**config.mk**
```make
export PLATFORM = sky130hd
export DESIGN_NAME = fault_dict_matcher
export DESIGN_NICKNAME = d
export VERILOG_FILES = /design/src/rtl/fdm_pkg.sv /design/src/rtl/fdm_table.sv /design/src/rtl/fdm_scanner.sv /design/src/rtl/fdm_result.sv /design/src/rtl/fault_dict_matcher.sv
export SDC_FILE = /design/constraint.sdc
export NUM_CORES = 1
export LEC_CHECK = 0
export BUFFER_PORTS_ARGS = -buffer_cell sky130_fd_sc_hd__buf_2
export CORE_MARGIN = 2
export CORE_UTILIZATION = 25
export CTS_BUF_LIST = sky130_fd_sc_hd__clkbuf_4
export CTS_CLUSTER_DIAMETER = 30
export DETAILED_ROUTE_END_ITERATION = 10
export PLACE_DENSITY = 0.46
export REMOVE_ABC_BUFFERS = 1
export SETUP_SLACK_MARGIN = 0.2
export SLEW_MARGIN = 20
export SYNTH_ARGS = -nofsm -noshare
export SYNTH_HDL_FRONTEND = slang
export SYNTH_SLANG_ARGS = --single-unit
export TNS_END_PERCENT = 100
```
**constraint.sdc**
```tcl
create_clock -name clk -period 6.89 [get_ports clk]
set_input_delay 2.067 -clock clk [delete_from_list [all_inputs] [get_ports clk]]
set_output_delay 2.067 -clock clk [all_outputs]
set_load 0.03 [all_outputs]
```
**src/rtl/fdm_pkg.sv**
```systemverilog
package fdm_pkg;

  typedef enum logic [1:0] {
    MC_NONE    = 2'b00,
    MC_TOTAL   = 2'b01,
    MC_PARTIAL = 2'b10
  } match_class_e;

  // Maps a candidate count onto the three-way diagnosis class.
  function automatic match_class_e classify(input int unsigned n);
    if (n == 0)      return MC_NONE;
    else if (n == 1) return MC_TOTAL;
    else             return MC_PARTIAL;
  endfunction

endpackage

```
**src/rtl/fdm_table.sv**
```systemverilog
module fdm_table #(
  parameter int NUM_TESTS  = 8,
  parameter int NUM_FAULTS = 16,
  localparam int FIDX_W = $clog2(NUM_FAULTS)
) (
  input  logic                 clk,
  input  logic                 rst_n,
  input  logic                 wr_acc,
  input  logic [FIDX_W-1:0]    wr_idx,
  input  logic [NUM_TESTS-1:0] wr_data,
  input  logic [FIDX_W-1:0]    rd_idx,
  output logic [NUM_TESTS-1:0] rd_data
);

  logic [NUM_TESTS-1:0] cols [NUM_FAULTS];

  always_ff @(posedge clk) begin
    if (!rst_n) begin
      for (int j = 0; j < NUM_FAULTS; j++) cols[j] <= '0;
    end else if (wr_acc) begin
      cols[wr_idx] <= wr_data;
    end
  end

  assign rd_data = cols[rd_idx];

endmodule

```
**src/rtl/fdm_scanner.sv**
```systemverilog
module fdm_scanner #(
  parameter int NUM_TESTS  = 8,
  parameter int NUM_FAULTS = 16,
  localparam int FIDX_W = $clog2(NUM_FAULTS)
) (
  input  logic                 clk,
  input  logic                 rst_n,
  input  logic                 start_acc,
  input  logic [NUM_TESTS-1:0] err_in,
  output logic                 busy,
  output logic [FIDX_W-1:0]    idx,
  output logic                 last,
  output logic [NUM_TESTS-1:0] err_q
);

  localparam logic [FIDX_W-1:0] LAST_IDX = FIDX_W'(NUM_FAULTS - 1);

  always_ff @(posedge clk) begin
    if (!rst_n) begin
      busy  <= 1'b0;
      idx   <= '0;
      err_q <= '0;
    end else if (start_acc) begin
      busy  <= 1'b1;
      idx   <= '0;
      err_q <= err_in;
    end else if (busy) begin
      if (idx == LAST_IDX) busy <= 1'b0;
      else                 idx  <= idx + 1'b1;
    end
  end

  assign last = busy && (idx == LAST_IDX);

endmodule

```
**src/rtl/fdm_result.sv**
```systemverilog
module fdm_result
  import fdm_pkg::*;
#(
  parameter int NUM_FAULTS = 16,
  localparam int FIDX_W = $clog2(NUM_FAULTS),
  localparam int CNT_W  = $clog2(NUM_FAULTS + 1)
) (
  input  logic                  clk,
  input  logic                  rst_n,
  input  logic                  clear,
  input  logic                  cmp_valid,
  input  logic [FIDX_W-1:0]     cmp_idx,
  input  logic                  cmp_last,
  input  logic                  hit,
  output logic                  done,
  output logic [NUM_FAULTS-1:0] match_map,
  output logic [CNT_W-1:0]      match_count,
  output logic [1:0]            match_class
);

  function automatic logic [CNT_W-1:0] ones(input logic [NUM_FAULTS-1:0] v);
    logic [CNT_W-1:0] s;
    s = '0;
    for (int k = 0; k < NUM_FAULTS; k++) s = s + CNT_W'(v[k]);
    return s;
  endfunction

  logic [NUM_FAULTS-1:0] acc_map;
  logic [NUM_FAULTS-1:0] next_map;
  logic [CNT_W-1:0]      next_cnt;

  always_comb begin
    next_map          = acc_map;
    next_map[cmp_idx] = hit;
    next_cnt          = ones(next_map);
  end

  always_ff @(posedge clk) begin
    if (!rst_n) begin
      acc_map     <= '0;
      done        <= 1'b0;
      match_map   <= '0;
      match_count <= '0;
      match_class <= MC_NONE;
    end else begin
      done <= cmp_last;
      if (clear)          acc_map <= '0;
      else if (cmp_valid) acc_map <= next_map;
      if (cmp_last) begin
        match_map   <= next_map;
        match_count <= next_cnt;
        match_class <= classify(int'(next_cnt));
      end
    end
  end

endmodule

```
**src/rtl/fault_dict_matcher.sv**
```systemverilog
module fault_dict_matcher #(
  parameter int NUM_TESTS  = 8,
  parameter int NUM_FAULTS = 16,
  localparam int FIDX_W = $clog2(NUM_FAULTS),
  localparam int CNT_W  = $clog2(NUM_FAULTS + 1)
) (
  input  logic                  clk,
  input  logic                  rst_n,
  input  logic                  wr_en,
  input  logic [FIDX_W-1:0]     wr_fault,
  input  logic [NUM_TESTS-1:0]  wr_col,
  input  logic                  start,
  input  logic [NUM_TESTS-1:0]  err_vec,
  output logic                  busy,
  output logic                  done,
  output logic [NUM_FAULTS-1:0] match_map,
  output logic [CNT_W-1:0]      match_count,
  output logic [1:0]            match_class
);

  // Named internal events, visible to the bound checker.
  logic                 start_acc;
  logic                 wr_acc;
  logic                 scan_hit;
  logic                 scan_last;
  logic [FIDX_W-1:0]    scan_idx;
  logic [NUM_TESTS-1:0] scan_col;
  logic [NUM_TESTS-1:0] err_q;

  assign start_acc = start && !busy;
  assign wr_acc    = wr_en && !busy;
  assign scan_hit  = (scan_col == err_q);

  fdm_table #(.NUM_TESTS(NUM_TESTS), .NUM_FAULTS(NUM_FAULTS)) u_table (
    .clk     (clk),
    .rst_n   (rst_n),
    .wr_acc  (wr_acc),
    .wr_idx  (wr_fault),
    .wr_data (wr_col),
    .rd_idx  (scan_idx),
    .rd_data (scan_col)
  );

  fdm_scanner #(.NUM_TESTS(NUM_TESTS), .NUM_FAULTS(NUM_FAULTS)) u_scan (
    .clk       (clk),
    .rst_n     (rst_n),
    .start_acc (start_acc),
    .err_in    (err_vec),
    .busy      (busy),
    .idx       (scan_idx),
    .last      (scan_last),
    .err_q     (err_q)
  );

  fdm_result #(.NUM_FAULTS(NUM_FAULTS)) u_res (
    .clk         (clk),
    .rst_n       (rst_n),
    .clear       (start_acc),
    .cmp_valid   (busy),
    .cmp_idx     (scan_idx),
    .cmp_last    (scan_last),
    .hit         (scan_hit),
    .done        (done),
    .match_map   (match_map),
    .match_count (match_count),
    .match_class (match_class)
  );

endmodule

```
==> key figures <==
STA
  – Crit share post-route: 91.9%
  – Fin. max-slew vios: 0
  – Fin. Hold Viols: 0
  – Smallest hold slack: 469 ps
  – Slew @ Worst Pin: 1060 ps
  – Max Fclk: 158 MHz
  – Clk_skew: 31.6 ps
  – Relative slew margins: 29.1%
  – Setup TNS: 0 ps
  – Final setup viols: 0
  – RSZ-0062 raised after global routing: false
  – Post-route minimum period: 6330 ps

Setup path
  – Setup crit start kind: flop
  – FF-to-FF setup slack: 560 ps
  – Critical Path AT: 6870 ps
  – Worst Path Required: 7430 ps
  – CP Capture Type: flop
  – Worst Setup Path Type: reg -> reg
  – Worst R2R Path Depth: 23
  – Critical Path Fanout Max: 9
  – RR Endpoint: u_res.match_class[0]

Min path
  – Worst Hold Path EP: u_res.match_map[8]
  – Hold Path Stages: 2
  – Worst min-delay path category: reg -> reg
  – Worst Hold Launch: u_res.match_map[8]

Drt
  – Vias: 5703
  – Routed vias/inst: 4.49
  – DR WL/cell: 18.2 um
  – Remaining DRCs: 0
  – Initial DRC Count: 334
  – Initial DRT Pass Iterations: 7
  – DRT Wirelength: 23.2 mm
  – Post-route antenna net violation count: 0

Placed design
  – Placed Cells: 1235
  – Post-DP HPWL: 16.0 mm
  – RD Place Congestion: 0.763
  – Area after DPL: 9760 sq um
  – Port Buffer Count: 48

Die
  – Ports: 49
  – Initial Util: 25.3%
  – Full die area: 37400 sq um
  – Die height: 193 um
  – CORE AREA: 35400 sq um
  – Row count: 69
  – Die outline width: 193 um

Clock network
  – Sink Count: 185
  – TritonCTS clock tree: built
  – Worst-Skew Late Latency: 610 ps
  – Reg clk slew, reported paths: 160 ps
  – Clock Root Buffer: clkbuf_4
  – H-tree depth: 4
  – Clk buf depth: 2
  – Inserted Clock Buffers: 17

Logic synthesis
  – Synth warn: 0
  – Synthesized area: 8960 sq um
  – Synth Register Bits: 185
  – Yosys cell types: 50
  – Ys flop type: edfxtp_1
  – Ys async rst share: 0%
  – Mapped Avg Cell Area: 11.9 sq um
  – Register area share after synthesis: 55.7%
  – EDFF count, synth: 128
  – Cells after synthesis: 754

GRT
  – Vias in the first global route: 5655
  – Largest net degree at the start of global routing: 51
  – GRT overflow: 0
  – First-pass GRT wire length: 35.1 mm
  – Total track usage: 12.4%
  – Initial antenna violation count: 2

Power and ir drop
  – Leakage power total: 0.00362 uW
  – PD cells: 203 nW/um^2
  – Total power draw: 2060 uW
  – Max VDD drop: 0.0927 mV

Finish
  – Layout Nets: 840
  – Final instance area: 10100 sq um
  – Area Overhead vs Synth: 13.3%
  – Finished Layout Cells: 1271
  – Layout cells sized above 1: 19.4%
  – Filler cell count: 3683

Run status
  – Status: finished clean

Run
  – Max-cap violation count: 0
==> cell families (layout without fill, tap and decap cells) <==
family / after synthesis / count (layout) / synth area share, %
muxes: 45 / 45 / 8.51
AOI/OAI and AO/OA: 113 / 113 / 9.18
buffers and inverters: 63 / 118 / 3.00
DFF: 185 / 185 / 55.7
and+or+nand+nor: 308 / 308 / 18.1
other: 0 / 1 / 0
xor gates and xnor gates: 21 / 21 / 2.05
adders and majority gates: 19 / 19 / 3.49
==> report_power, final <==
| group | switching [uW] | internal, uW |
|---|---|---|
| clock network | 418 | 229 |
| registers | 20.1 | 1220 |
| logic | 107 | 68.5 |
| total | 545 | 1520 |
==> how the worst max path moves through the flow <==
stage	to	slack, ps	cells past startpoint
final	u_res.match_class[0]	560	23
after global routing	u_res.match_class[0]	170	24
after CTS	u_res.match_class[0]	240	24
after detailed placement	u_res.match_class[0]	300	24
after global placement	u_res.match_class[0]	380	24
after floorplan	u_res.match_class[0]	-1540	23
==> per-layer routing <==
| metal | GRT usage (%) | up-vias | wire, um | share of wire [%] |
|---|---|---|---|---|
| li1 | - | 2767 | - | - |
| met1 | 16.8 | 2793 | 11000 | 48 |
| met2 | 20.1 | 123 | 11000 | 47 |
| met3 | 2.56 | 18 | 882 | 3.8 |
| met4 | 3.51 | 2 | 287 | 1.2 |
| met5 | 0 | - | 13 | 0.056 |
==> cell usage after synthesis, drive strengths merged, types with 4 or more instances <==
master	number	area (sq um)
a211oi	16	200
a21boi	26	195
a21oi	21	105
a22o	4	35.0
a31o	4	35.0
a31oi	9	56.3
and2	129	807
buf	13	80.1
clkbuf	35	133
dfxtp	57	1140
edfxtp	128	3840
fa	10	200
ha	9	113
inv	14	52.6
mux2	9	101
mux2i	12	120
mux4	24	541
nand2	68	255
nand2b	10	62.6
nand3	7	35.0
nand4	7	43.8
nor2	50	188
nor2b	7	43.8
nor3	12	60.1
o21ai	21	105
o22ai	4	25.0
or3	6	37.5
xnor2	17	149
xor2	4	35.0
==> final cells by class <==
class                      count  area, sq um  area share [%]
antenna                        1         2.50          0.0247
clock buffer                  18          135            1.33
clock inverter                13          161            1.59
inverter                      15         56.3           0.555
multi-input combinational    506         3750            37.0
sequential                   185         4990            49.2
tap                          461          577            5.69
timing repair buffer          72          470            4.64
==> timing repair <==
item,4_1_cts,5_1_grt
hold buffers,0,0
gates resized for setup,0,8
setup endpoints to repair,0,2
buffers inserted,0,3
==> flip-flops by register name (all words and copies together), names as in the netlist, named ones only <==
signal / count
u_scan.busy: 1
u_table.cols: 128
u_res.done: 1
u_res.match_map: 16
u_res.match_count: 5
u_res.match_class: 2
u_scan.idx: 4
u_scan.err_q: 8
u_res.acc_map: 16
==> placed cells by master (no fill, tap or decap), drive strengths merged, types with 3 or more instances in the layout <==
| cell type | n |
|---|---|
| inv | 20 |
| mux2 | 9 |
| nand2b | 10 |
| a21boi | 26 |
| clkinv | 4 |
| and3 | 3 |
| a22o | 4 |
| mux4 | 24 |
| a211oi | 16 |
| xor2 | 4 |
| a31o | 4 |
| nor2 | 50 |
| nor2b | 7 |
| ha | 9 |
| nand2 | 68 |
| nand3 | 7 |
| buf | 71 |
| and2 | 129 |
| clkbuf | 19 |
| nand4 | 7 |
| or3 | 6 |
| mux2i | 12 |
| edfxtp | 128 |
| xnor2 | 17 |
| o21ai | 21 |
| o22ai | 4 |
| nor3 | 12 |
| dfxtp | 57 |
| a21oi | 21 |
| o31ai | 3 |
| fa | 10 |
| or2 | 3 |
| a31oi | 9 |
==> stage by stage <==
step	setup slack, ps	util, %
after floorplan	-1540	-
after global placement	378	27.6
after detailed placement	295	27.6
after CTS	237	28.4
after global routing	168	28.7
final	561	28.7
==> worst max-delay path: stages (launching register included) <==
cell	delay [ps]
dfxtp_4	450
mux4_2	530
mux2i_1	190
xor2_1	230
nand4_1	140
nor4bb_2	320
buf_4	170
a41oi_4	140
buf_4	220
a31o_1	230
fa_1	540
inv_1	50
fa_1	470
fa_1	520
inv_1	50
fa_1	470
inv_1	50
fa_1	390
fa_1	410
a21oi_1	150
nor2b_1	100
nor4_4	230
a22oi_1	90
nor2b_1	130
Note: power is estimated with default switching activity, not from simulation.
